`config.mk`:
```
export PLATFORM = sky130hd
export DESIGN_NAME = fgl_egress_decap
export DESIGN_NICKNAME = d
export VERILOG_FILES = /design/src/rtl/fgl_pkg.sv /design/src/rtl/fgl_label_map.sv /design/src/rtl/fgl_hdr_parse.sv /design/src/rtl/fgl_delay_line.sv /design/src/rtl/fgl_tag_rewrite.sv /design/src/rtl/fgl_egress_decap.sv
export SDC_FILE = /design/constraint.sdc
export NUM_CORES = 1
export LEC_CHECK = 0
export BUFFER_PORTS_ARGS = -buffer_cell sky130_fd_sc_hd__buf_4
export CAP_MARGIN = 5
export CORE_MARGIN = 1.5
export CORE_UTILIZATION = 60
export CTS_BUF_LIST = sky130_fd_sc_hd__clkbuf_2 sky130_fd_sc_hd__clkbuf_4 sky130_fd_sc_hd__clkbuf_8
export CTS_CLUSTER_SIZE = 20
export DETAILED_ROUTE_END_ITERATION = 6
export PLACE_DENSITY = 0.82
export SLEW_MARGIN = 20
export SYNTH_ARGS = -nofsm -noshare
export SYNTH_HDL_FRONTEND = slang
export SYNTH_SLANG_ARGS = --single-unit
```
`constraint.sdc`:
```
create_clock -name clk -period 3.1 [get_ports clk]
set_input_delay 0.31 -clock clk [delete_from_list [all_inputs] [get_ports clk]]
set_output_delay 0.31 -clock clk [all_outputs]
set_load 0.02 [all_outputs]
```
`src/rtl/fgl_pkg.sv`:
```
package fgl_pkg;
    localparam int LBL_W  = 24;
    localparam int HALF_W = 12;
    localparam int VID_W  = 12;
    localparam int IDX_W  = 5;
    localparam int HDR_BYTES = 20;

    localparam logic [15:0] TYPE_FGL  = 16'h893B;
    localparam logic [15:0] TYPE_VLAN = 16'h8100;

    // byte offsets inside a frame, counted from the inner destination MAC
    localparam logic [IDX_W-1:0] BY_TY1_HI  = 5'd12;
    localparam logic [IDX_W-1:0] BY_TY1_LO  = 5'd13;
    localparam logic [IDX_W-1:0] BY_TAG1_HI = 5'd14;
    localparam logic [IDX_W-1:0] BY_TAG1_LO = 5'd15;
    localparam logic [IDX_W-1:0] BY_TY2_HI  = 5'd16;
    localparam logic [IDX_W-1:0] BY_TY2_LO  = 5'd17;
    localparam logic [IDX_W-1:0] BY_TAG2_HI = 5'd18;
    localparam logic [IDX_W-1:0] BY_TAG2_LO = 5'd19;

    typedef enum logic [1:0] {
        CL_NONE = 2'd0,
        CL_VLAN = 2'd1,
        CL_FGL  = 2'd2,
        CL_BAD  = 2'd3
    } class_e;

    typedef enum logic [1:0] {
        ACT_DROP  = 2'd0,
        ACT_PASS  = 2'd1,
        ACT_TAG   = 2'd2,
        ACT_UNTAG = 2'd3
    } act_e;

    typedef struct packed {
        act_e        act;
        logic [15:0] tci;
    } dec_t;

    typedef struct packed {
        logic             v;
        logic             sof;
        logic             eof;
        logic [7:0]       d;
        logic [IDX_W-1:0] idx;
    } beat_t;
endpackage

```
`src/rtl/fgl_label_map.sv`:
```
module fgl_label_map
    import fgl_pkg::*;
#(
    parameter int N_ENT = 4
) (
    input  logic [LBL_W-1:0]       key,
    input  logic [N_ENT-1:0]       cfg_en,
    input  logic [N_ENT*LBL_W-1:0] cfg_label,
    input  logic [N_ENT*VID_W-1:0] cfg_vid,
    output logic                   hit,
    output logic [VID_W-1:0]       vid
);
    localparam int SEL_W = (N_ENT > 1) ? $clog2(N_ENT) : 1;

    logic [N_ENT-1:0] match;
    logic [SEL_W-1:0] sel;

    for (genvar g = 0; g < N_ENT; g++) begin : g_cmp
        assign match[g] = cfg_en[g] && (cfg_label[g*LBL_W +: LBL_W] == key);
    end

    // lowest matching index wins
    always_comb begin
        hit = 1'b0;
        sel = '0;
        for (int i = N_ENT - 1; i >= 0; i--) begin
            if (match[i]) begin
                hit = 1'b1;
                sel = i[SEL_W-1:0];
            end
        end
    end

    assign vid = cfg_vid[sel*VID_W +: VID_W];

    always_comb begin
        if (hit) begin

            map_pick_chk: assert (cfg_en[sel] && cfg_label[sel*LBL_W +: LBL_W] == key);
            for (int j = 0; j < N_ENT; j++) begin
                if (j < int'(sel)) begin

                    map_prio_chk: assert (!(cfg_en[j] && cfg_label[j*LBL_W +: LBL_W] == key));
                end
            end
        end
    end
endmodule

```
`src/rtl/fgl_hdr_parse.sv`:
```
module fgl_hdr_parse
    import fgl_pkg::*;
(
    input  logic             clk,
    input  logic             rst_n,
    input  logic             in_valid,
    input  logic             in_sof,
    input  logic             in_eof,
    input  logic [7:0]       in_data,
    input  logic             cfg_strip,
    input  logic             map_hit,
    input  logic [VID_W-1:0] map_vid,
    output logic [IDX_W-1:0] byte_idx,
    output logic [LBL_W-1:0] key,
    output dec_t             dec,
    output logic             sb_valid,
    output logic [LBL_W-1:0] sb_label,
    output logic [2:0]       sb_pri,
    output logic             sb_dei,
    output class_e           sb_class
);
    typedef struct packed {
        logic [IDX_W-1:0] cnt;
        logic [7:0]       ty1_hi;
        logic [15:0]      tag1;
        logic [7:0]       ty2_hi;
        logic [7:0]       tag2_hi;
        class_e           cls;
        logic             sbv;
        logic [LBL_W-1:0] lbl;
        logic [2:0]       pri;
        logic             dei;
        dec_t             dec;
    } st_t;

    st_t st_d, st_q;
    logic [IDX_W-1:0] idx;

    always_comb begin
        st_d = st_q;
        idx  = in_sof ? '0 : st_q.cnt;
        key  = {st_q.tag1[HALF_W-1:0], st_q.tag2_hi[3:0], in_data};
        if (in_valid) begin
            st_d.cnt = (idx == '1) ? idx : idx + 1'b1;
            case (idx)
                BY_TY1_HI:  st_d.ty1_hi = in_data;
                BY_TY1_LO: begin
                    if ({st_q.ty1_hi, in_data} == TYPE_FGL) begin
                        st_d.cls = CL_FGL;
                    end else if ({st_q.ty1_hi, in_data} == TYPE_VLAN) begin
                        st_d.cls = CL_VLAN;
                    end else begin
                        st_d.cls     = CL_BAD;
                        st_d.dec.act = ACT_DROP;
                    end
                end
                BY_TAG1_HI: st_d.tag1[15:8] = in_data;
                BY_TAG1_LO: begin
                    st_d.tag1[7:0] = in_data;
                    if (st_q.cls == CL_VLAN) begin
                        st_d.sbv     = 1'b1;
                        st_d.lbl     = {{(LBL_W-HALF_W){1'b0}}, st_q.tag1[11:8], in_data};
                        st_d.pri     = st_q.tag1[15:13];
                        st_d.dei     = st_q.tag1[12];
                        st_d.dec.act = ACT_PASS;
                        st_d.dec.tci = {st_q.tag1[15:8], in_data};
                    end
                end
                BY_TY2_HI:  st_d.ty2_hi = in_data;
                BY_TY2_LO: begin
                    if (st_q.cls == CL_FGL && {st_q.ty2_hi, in_data} != TYPE_FGL) begin
                        st_d.cls     = CL_BAD;
                        st_d.dec.act = ACT_DROP;
                    end
                end
                BY_TAG2_HI: st_d.tag2_hi = in_data;
                BY_TAG2_LO: begin
                    if (st_q.cls == CL_FGL) begin
                        st_d.sbv     = 1'b1;
                        st_d.lbl     = key;
                        st_d.pri     = st_q.tag1[15:13];
                        st_d.dei     = st_q.tag1[12];
                        st_d.dec.tci = {st_q.tag2_hi[7:4], map_vid};
                        st_d.dec.act = !map_hit  ? ACT_DROP :
                                       cfg_strip ? ACT_UNTAG : ACT_TAG;
                    end
                end
                default: ;
            endcase
            if (in_eof) begin
                st_d.sbv = 1'b0;
                st_d.cls = CL_NONE;
            end
        end
    end

    always_ff @(posedge clk or negedge rst_n) begin
        if (!rst_n) st_q <= '0;
        else        st_q <= st_d;
    end

    assign byte_idx = idx;
    assign dec      = st_q.dec;
    assign sb_valid = st_q.sbv;
    assign sb_label = st_q.lbl;
    assign sb_pri   = st_q.pri;
    assign sb_dei   = st_q.dei;
    assign sb_class = st_q.cls;


    sb_class_chk: assert property (@(posedge clk) disable iff (!rst_n)
        sb_valid |-> (sb_class == CL_VLAN || sb_class == CL_FGL));


    sb_rise_chk: assert property (@(posedge clk) disable iff (!rst_n)
        $rose(sb_valid) |-> $past(in_valid) &&
            ($past(idx) == BY_TAG1_LO || $past(idx) == BY_TAG2_LO));


    sb_fall_chk: assert property (@(posedge clk) disable iff (!rst_n)
        $fell(sb_valid) |-> $past(in_valid && in_eof));
endmodule

```
`src/rtl/fgl_delay_line.sv`:
```
module fgl_delay_line
    import fgl_pkg::*;
#(
    parameter int DEPTH = HDR_BYTES
) (
    input  logic  clk,
    input  logic  rst_n,
    input  beat_t in_beat,
    output beat_t tail
);
    beat_t [DEPTH-1:0] stage_d, stage_q;

    always_comb begin
        stage_d[0] = in_beat;
        for (int i = 1; i < DEPTH; i++) begin
            stage_d[i] = stage_q[i-1];
        end
    end

    always_ff @(posedge clk or negedge rst_n) begin
        if (!rst_n) stage_q <= '0;
        else        stage_q <= stage_d;
    end

    assign tail = stage_q[DEPTH-1];
endmodule

```
`src/rtl/fgl_tag_rewrite.sv`:
```
module fgl_tag_rewrite
    import fgl_pkg::*;
(
    input  logic       clk,
    input  logic       rst_n,
    input  beat_t      tail,
    input  dec_t       dec,
    output logic       out_valid,
    output logic       out_sof,
    output logic       out_eof,
    output logic [7:0] out_data
);
    typedef struct packed {
        dec_t       cur;
        logic       v;
        logic       sof;
        logic       eof;
        logic [7:0] d;
    } st_t;

    st_t  st_d, st_q;
    dec_t cur_c;
    logic in_hdr, in_newtag;

    always_comb begin
        cur_c     = (tail.v && tail.sof) ? dec : st_q.cur;
        in_hdr    = (tail.idx >= BY_TY1_HI) && (tail.idx <= BY_TAG2_LO);
        in_newtag = (tail.idx >= BY_TY1_HI) && (tail.idx <= BY_TAG1_LO);
        st_d      = st_q;
        st_d.cur  = cur_c;
        st_d.d    = tail.d;
        st_d.v    = 1'b0;
        if (tail.v) begin
            case (cur_c.act)
                ACT_PASS:  st_d.v = 1'b1;
                ACT_UNTAG: st_d.v = !in_hdr;
                ACT_TAG: begin
                    st_d.v = !in_hdr || in_newtag;
                    case (tail.idx)
                        BY_TY1_HI:  st_d.d = TYPE_VLAN[15:8];
                        BY_TY1_LO:  st_d.d = TYPE_VLAN[7:0];
                        BY_TAG1_HI: st_d.d = cur_c.tci[15:8];
                        BY_TAG1_LO: st_d.d = cur_c.tci[7:0];
                        default: ;
                    endcase
                end
                default:   st_d.v = 1'b0;
            endcase
        end
        st_d.sof = tail.sof && st_d.v;
        st_d.eof = tail.eof && st_d.v;
    end

    always_ff @(posedge clk or negedge rst_n) begin
        if (!rst_n) st_q <= '0;
        else        st_q <= st_d;
    end

    assign out_valid = st_q.v;
    assign out_sof   = st_q.sof;
    assign out_eof   = st_q.eof;
    assign out_data  = st_q.d;


    drop_quiet_chk: assert property (@(posedge clk) disable iff (!rst_n)
        tail.v && cur_c.act == ACT_DROP |=> !out_valid);


    sof_fwd_chk: assert property (@(posedge clk) disable iff (!rst_n)
        tail.v && tail.sof && cur_c.act != ACT_DROP |=> out_valid && out_sof);


    tag_gap_chk: assert property (@(posedge clk) disable iff (!rst_n)
        tail.v && cur_c.act == ACT_TAG && tail.idx >= BY_TY2_HI && tail.idx <= BY_TAG2_LO
        |=> !out_valid);
endmodule

```
`src/rtl/fgl_egress_decap.sv`:
```
module fgl_egress_decap
    import fgl_pkg::*;
#(
    parameter int N_MAP = 4
) (
    input  logic                   clk,
    input  logic                   rst_n,
    input  logic                   in_valid,
    input  logic                   in_sof,
    input  logic                   in_eof,
    input  logic [7:0]             in_data,
    input  logic                   cfg_strip,
    input  logic [N_MAP-1:0]       cfg_map_en,
    input  logic [N_MAP*LBL_W-1:0] cfg_map_label,
    input  logic [N_MAP*VID_W-1:0] cfg_map_vid,
    output logic                   out_valid,
    output logic                   out_sof,
    output logic                   out_eof,
    output logic [7:0]             out_data,
    output logic                   sb_valid,
    output logic [LBL_W-1:0]       sb_label,
    output logic [2:0]             sb_pri,
    output logic                   sb_dei,
    output logic [1:0]             sb_class
);
    localparam int DELAY = HDR_BYTES;

    logic [IDX_W-1:0] byte_idx;
    logic [LBL_W-1:0] key;
    logic             map_hit;
    logic [VID_W-1:0] map_vid;
    dec_t             dec;
    class_e           cls;
    beat_t            in_beat, tail;

    fgl_hdr_parse u_parse (
        .clk      (clk),
        .rst_n    (rst_n),
        .in_valid (in_valid),
        .in_sof   (in_sof),
        .in_eof   (in_eof),
        .in_data  (in_data),
        .cfg_strip(cfg_strip),
        .map_hit  (map_hit),
        .map_vid  (map_vid),
        .byte_idx (byte_idx),
        .key      (key),
        .dec      (dec),
        .sb_valid (sb_valid),
        .sb_label (sb_label),
        .sb_pri   (sb_pri),
        .sb_dei   (sb_dei),
        .sb_class (cls)
    );

    fgl_label_map #(.N_ENT(N_MAP)) u_map (
        .key      (key),
        .cfg_en   (cfg_map_en),
        .cfg_label(cfg_map_label),
        .cfg_vid  (cfg_map_vid),
        .hit      (map_hit),
        .vid      (map_vid)
    );

    assign in_beat = '{v: in_valid, sof: in_sof, eof: in_eof, d: in_data, idx: byte_idx};

    fgl_delay_line #(.DEPTH(DELAY)) u_delay (
        .clk    (clk),
        .rst_n  (rst_n),
        .in_beat(in_beat),
        .tail   (tail)
    );

    fgl_tag_rewrite u_rewrite (
        .clk      (clk),
        .rst_n    (rst_n),
        .tail     (tail),
        .dec      (dec),
        .out_valid(out_valid),
        .out_sof  (out_sof),
        .out_eof  (out_eof),
        .out_data (out_data)
    );

    assign sb_class = cls;
endmodule

```
==> results_dict.tcl, run 1 <==
set metrics [dict create \
    p_per_area_mw_per_mm2 636 \
    cts_tree "yes" \
    syn_avg_cell_area_um2 14.7 \
    io_pins 204 \
    via_per_inst 5.83 \
    crit_path_top_delay_cell "dfrtp_1" \
    met1_usage_pct 42.2 \
    netlist-cell-type-count 61 \
    rows 59 \
    startpoint_type "flop" \
    period_share_pct 87.6 \
    synth_flop_cell "dfrtp_1" \
    die_y_um 166 \
    ys_top_cells_by_count "443 x dfrtp_1, 70 x xnor2_1, 63 x mux2_2" \
    finalMaxSlewViolations 0 \
    skew_ns 0.0431 \
    synth_top_area_share_pct 69.6 \
    grt.met2_usage_pct 52.9 \
    worstPathCellList "xor2_1 -> nor4b_1 -> nor4b_1 -> nand2_1 -> o22ai_1 -> o31ai_1" \
    synthArstFlopShare_pct 100 \
    drtAntennaViolNets 0 \
    crit_path_frequent_cell "nor4b_1" \
    grt.total_usage_pct 32.1 \
    worstPathRequired_ns 3.54 \
    synth.most_common_cell "dfrtp_1" \
    synth_edf_count 0 \
    grt_pass1_wl_um 64900 \
    dr_total_vias 9708 \
    grt_pass1_vias 10600 \
    overflow 0 \
    syn-instance-count 1080 \
    power.leakage_nw 8.95 \
    ys_ff_latch 443 \
    grt_max_degree 127 \
    clkLatencyLatePin_ns 0.59 \
    fin_area_mm2 0.0190 \
    drtIter0Drc 837 \
    hp-class "in -> reg" \
    cp.arrival_ns 3.16 \
    place_area_mm2 0.0175 \
    drive_gt1_share_pct 33.1 \
    cp_max_fo 12 \
    vdd_drop_max_mv 0.496 \
    hold_ws_ns 0.109 \
    rsz0062_at_grt "false" \
    busiest_layer "met2" \
    syn-cell-area_mm2 0.0159 \
    place_hpwl_um 29900 \
    antenna_found_initial 0 \
    portBuffers 203 \
    fmax_mhz 368 \
    outcome "complete, no violations" \
    finalSetupTns_ns 0 \
    drc 0 \
    post_drt_wl_per_cell_um 25.6 \
    clkSlewWorstSetupHoldPaths_ns 0.06 \
    placedCellCount 1544 \
    slowest_delay_ns 0.74 \
    yosys.area.top_type "dfrtp_1" \
    floorplan.initialDensity_pct 61.1 \
    hold_viol 0 \
    syn_nets 1246 \
    min_period_ns 2.72 \
    crit_type "reg -> reg" \
    antennaDiodeCount 0 \
    htreeDepth 3 \
    seq_area_frac_synth_pct 69.6 \
    cts_resized 0 \
    final_nets 1454 \
    grt_use_met3_pct 6.22 \
    cts.sinks 443 \
    syn2layout_area_growth_pct 19.1 \
    synth_area_leaders "dfrtp_1 70%, mux2_2 4.5%, xnor2_1 3.8%" \
    slew_headroom_pct 48.3 \
    total_power_mw 12.1 \
    dieArea_mm2 0.0275 \
    wl_um 42600 \
    ys_warn_count 0 \
    end_kind "flop" \
    firstDrtPassIters 5 \
    clockRootBuffer "clkbuf_8" \
    setup_viol 0 \
    clockBufferDepth 3 \
    maxCapViolCount 0 \
    cts_inserted_buffers 68 \
    gp_congestion 0.951 \
    coreArea_mm2 0.0261 \
    die_w_um 166 \
    final_cells 1665 \
    tightest_slew_ns 0.774 \
]
## cell families after synthesis
family	count (synthesis)	share of synthesized area, %
compound gates	135	6.65
xor+xnor	100	5.92
fa+ha+maj	4	0.314
buf+inv	111	4.32
flops	443	69.6
mux	89	6.16
simple gates	198	7.03
## cell type report
type,instances,area [µm²]
sequential,443,11100
fill,1635,7090
multi-input combinational,526,4170
timing repair buffer,239,1890
clock buffer,98,1240
tap,335,419
clock inverter,14,133
inverter,10,37.5
## path summary, 6_finish.rpt
| kind | startpoint | end | slack [ns] | cells after the start |
|---|---|---|---|---|
| setup reg to reg | u_parse.key[14]$_DFFE_PN0P_ | u_parse.dec[0]$_DFFE_PN0P_ | 0.38 | 6 |
| hold / removal | in_data[0] | u_parse.key[20]$_DFFE_PN0P_ | 0.11 | 2 |
| setup / recovery | u_parse.key[14]$_DFFE_PN0P_ | u_parse.dec[0]$_DFFE_PN0P_ | 0.38 | 6 |
| min in group asynchronous | rst_n | u_delay.stage_d[291]$_DFF_PN0_ | 0.18 | 2 |
| hold reg to reg | u_delay.stage_d[59]$_DFF_PN0_ | u_delay.stage_d[75]$_DFF_PN0_ | 0.34 | 0 |
| max in group asynchronous | rst_n | u_parse.st_q[64]$_DFFE_PN0P_ | 2.01 | 3 |
## metal layers
metal  up-vias  share of wire, %
li1       4140                 -
met1      4983                40
met2       484                49
met3       101               6.5
met4         0               3.6
met5         -                 0
## where the power goes
group | switching [mW] | internal [mW]
Combinational | 0.502 | 0.389
Clock | 2.17 | 2.67
Sequential | 0.208 | 6.13
Total | 2.88 | 9.19
## sequential cells by signal, indices dropped and copies added (netlist names)
| name | count |
|---|---|
| u_delay.stage_d | 304 |
| u_parse.st_q | 29 |
| u_parse.sb_label | 24 |
| u_parse.dec | 18 |
| u_rewrite.st_q | 18 |
| u_delay.tail | 16 |
| u_parse.key | 16 |
| u_rewrite.out_data | 8 |
| u_parse.sb_pri | 3 |
| u_parse.sb_class | 2 |
| u_parse.sb_dei | 1 |
| u_parse.sb_valid | 1 |
| u_rewrite.out_eof | 1 |
| u_rewrite.out_sof | 1 |
| u_rewrite.out_valid | 1 |
## stage by stage
step	util (%)	setup WS, ns
floorplan	-	0.293
global placement	67.2	0.444
detailed placement	67.2	0.425
CTS	72.8	0.447
global route	72.8	0.206
finish	72.8	0.383
## critical path: cells and delay by family, from the launching register on
family          cells  cell delay [ns]
compound gates      2             0.47
xor+xnor            1             0.18
flops               1             0.74
simple gates        3             1.18
## layout by cell type, fill, tap and decap left out, types with 10 or more instances in the layout
cell type    n
dfrtp_1    443
buf_4      224
clkbuf_8    81
xnor2_1     70
mux2_2      63
nand4_1     45
nor2_1      37
nand2_1     33
xor2_1      21
mux2i_1     17
clkbuf_4    17
o21ai_0     16
and2_1      15
or3_1       14
o2111ai_1   13
o21bai_1    12
o22ai_1     12
a22o_1      12
o21ai_1     10
## timing repair
| item | 4_1_cts | 5_1_grt |
|---|---|---|
| hold buffers | 9 | 0 |
| buffers inserted | 0 | 0 |
| hold endpoints to repair | 90 | 0 |
Note: power is estimated with default switching activity, not from simulation.
==> run 2, diff against run 1 <==
==> constraint.sdc (replaced) <==
create_clock -name clk -period 3.1 [get_ports clk]
set_input_delay 0.465 -clock clk [delete_from_list [all_inputs] [get_ports clk]]
set_output_delay 0.465 -clock clk [all_outputs]
set_load 0.02 [all_outputs]
==> results_dict.tcl, run 2 (same netlist as run 1, synthesis figures left out) <==
set metrics [dict create \
    gp_congestion 0.996 \
    drtIter0Drc 920 \
    floorplan.initialDensity_pct 61.1 \
    clkLatencyLatePin_ns 0.57 \
    total_power_mw 12.3 \
    cts.sinks 443 \
    hold_viol 0 \
    drtAntennaViolNets 0 \
    htreeDepth 3 \
    vdd_drop_max_mv 0.404 \
    finalMaxSlewViolations 0 \
    portBuffers 203 \
    grt_pass1_wl_um 64200 \
    worst_slack_ns 0.290 \
    cp_max_fo 12 \
    place_hpwl_um 29600 \
    skew_ns 0.0315 \
    startpoint_type "flop" \
    cts_inserted_buffers 70 \
    clkSlewWorstSetupHoldPaths_ns 0.07 \
    die_w_um 166 \
    crit_type "reg -> reg" \
    rsz0062_at_grt "false" \
    power.leakage_nw 9.04 \
    finalSetupTns_ns 0 \
    layout_common_cells "443 x dfrtp_1, 234 x buf_4, 92 x clkbuf_8, 70 x xnor2_1, 63 x mux2_2" \
    grt.met2_usage_pct 50.8 \
    fmax_mhz 356 \
    cts_tree "yes" \
    drive_gt1_share_pct 34.3 \
    dp_slack_ns 0.172 \
    dieArea_mm2 0.0275 \
    dr_total_vias 9804 \
    met1_usage_pct 42.1 \
    tightest_slew_ns 1.15 \
    post_drt_wl_per_cell_um 25.1 \
    largest_reg_flops 304 \
    busiest_layer "met2" \
    clockRootBuffer "clkbuf_8" \
    grt_use_met3_pct 6.27 \
    syn2layout_area_growth_pct 20.0 \
    p_per_area_mw_per_mm2 644 \
    die_y_um 166 \
    grt_pass1_vias 10600 \
    maxCapViolCount 0 \
    coreArea_mm2 0.0261 \
    clockBufferDepth 3 \
    rows 59 \
    overflow 0 \
    antennaDiodeCount 0 \
    firstDrtPassIters 7 \
    via_per_inst 5.84 \
    io_pins 204 \
    grt.total_usage_pct 31.6 \
    slew_headroom_pct 22.9 \
    hp-class "in -> reg" \
    antenna_found_initial 0 \
    period_share_pct 90.6 \
    worstPathRequired_ns 3.59 \
    min_period_ns 2.81 \
    outcome "complete, no violations" \
    final_common_cell "dfrtp_1" \
    end_kind "flop" \
    drc 0 \
    grt_max_degree 104 \
    cts_setup_buffers 0 \
    wl_um 42200 \
    setup_viol 0 \
    final_nets 1460 \
    cp.arrival_ns 3.30 \
]
run 2: worst max-delay path, stage by stage (launching register included):
cell and delay, ns:
dfrtp_1 0.44, nand2b_1 0.16, inv_1 0.11, ha_1 0.33
and4b_1 0.26, a32oi_1 0.13, o21ai_0 0.15, nor2_1 0.90
a22o_1 0.27
run 2: path summary, 6_finish.rpt:
path | from | end | slack [ns] | depth (start not counted)
worst max-delay path | u_parse.st_q[89]$_DFFE_PN0P_ | u_parse.sb_label[22]$_DFFE_PN0P_ | 0.29 | 8
worst min-delay path | in_eof | u_delay.stage_d[29]$_DFF_PN0_ | 0.08 | 1
worst max register to register | u_parse.st_q[89]$_DFFE_PN0P_ | u_parse.sb_label[22]$_DFFE_PN0P_ | 0.29 | 8
worst min register to register | u_delay.stage_d[130]$_DFF_PN0_ | u_delay.stage_d[146]$_DFF_PN0_ | 0.33 | 0
max in group asynchronous | rst_n | u_parse.st_q[55]$_DFFE_PN0P_ | 1.71 | 3
min in group asynchronous | rst_n | u_delay.stage_d[301]$_DFF_PN0_ | 0.53 | 2
run 2: per-layer routing:
| metal | routed length, µm | up-vias |
|---|---|---|
| met3 | 3130 | 137 |
| met1 | 16700 | 4967 |
| met5 | 0 | - |
| li1 | - | 4158 |
| met4 | 2010 | 0 |
| met2 | 20400 | 542 |
run 2: where the power goes:
| part | switching (mW) | total [mW] | internal (mW) |
|---|---|---|---|
| Sequential | 0.205 | 6.33 | 6.13 |
| Combinational | 0.502 | 0.900 | 0.398 |
| Clock | 2.19 | 5.07 | 2.87 |
run 2: cell type report:
class / count / area [µm²]
sequential: 443 / 11100
fill: 1583 / 6940
multi-input combinational: 526 / 4170
timing repair buffer: 243 / 1920
clock buffer: 109 / 1390
tap: 335 / 419
clock inverter: 12 / 90.1
inverter: 10 / 37.5
run 2: repair_timing:
item,CTS,global route
resized for setup,0,0
endpoints found under the hold margin,70,0
hold buffers,1,0
run 2: through the flow:
| stage | std cells | cell area, µm² | hold slack (ns) | utilization, % |
|---|---|---|---|---|
| finish | 1678 | 19100 | 0.0812 | 73.4 |
| global route | 1678 | 19100 | 0.0436 | 73.4 |
| CTS | 1678 | 19100 | 0.0593 | 73.4 |
| detailed placement | 1556 | 17600 | 0.335 | 67.6 |
| global placement | 1556 | 17600 | 0.331 | 67.6 |
| floorplan | 1080 | 15900 | 0.169 | - |
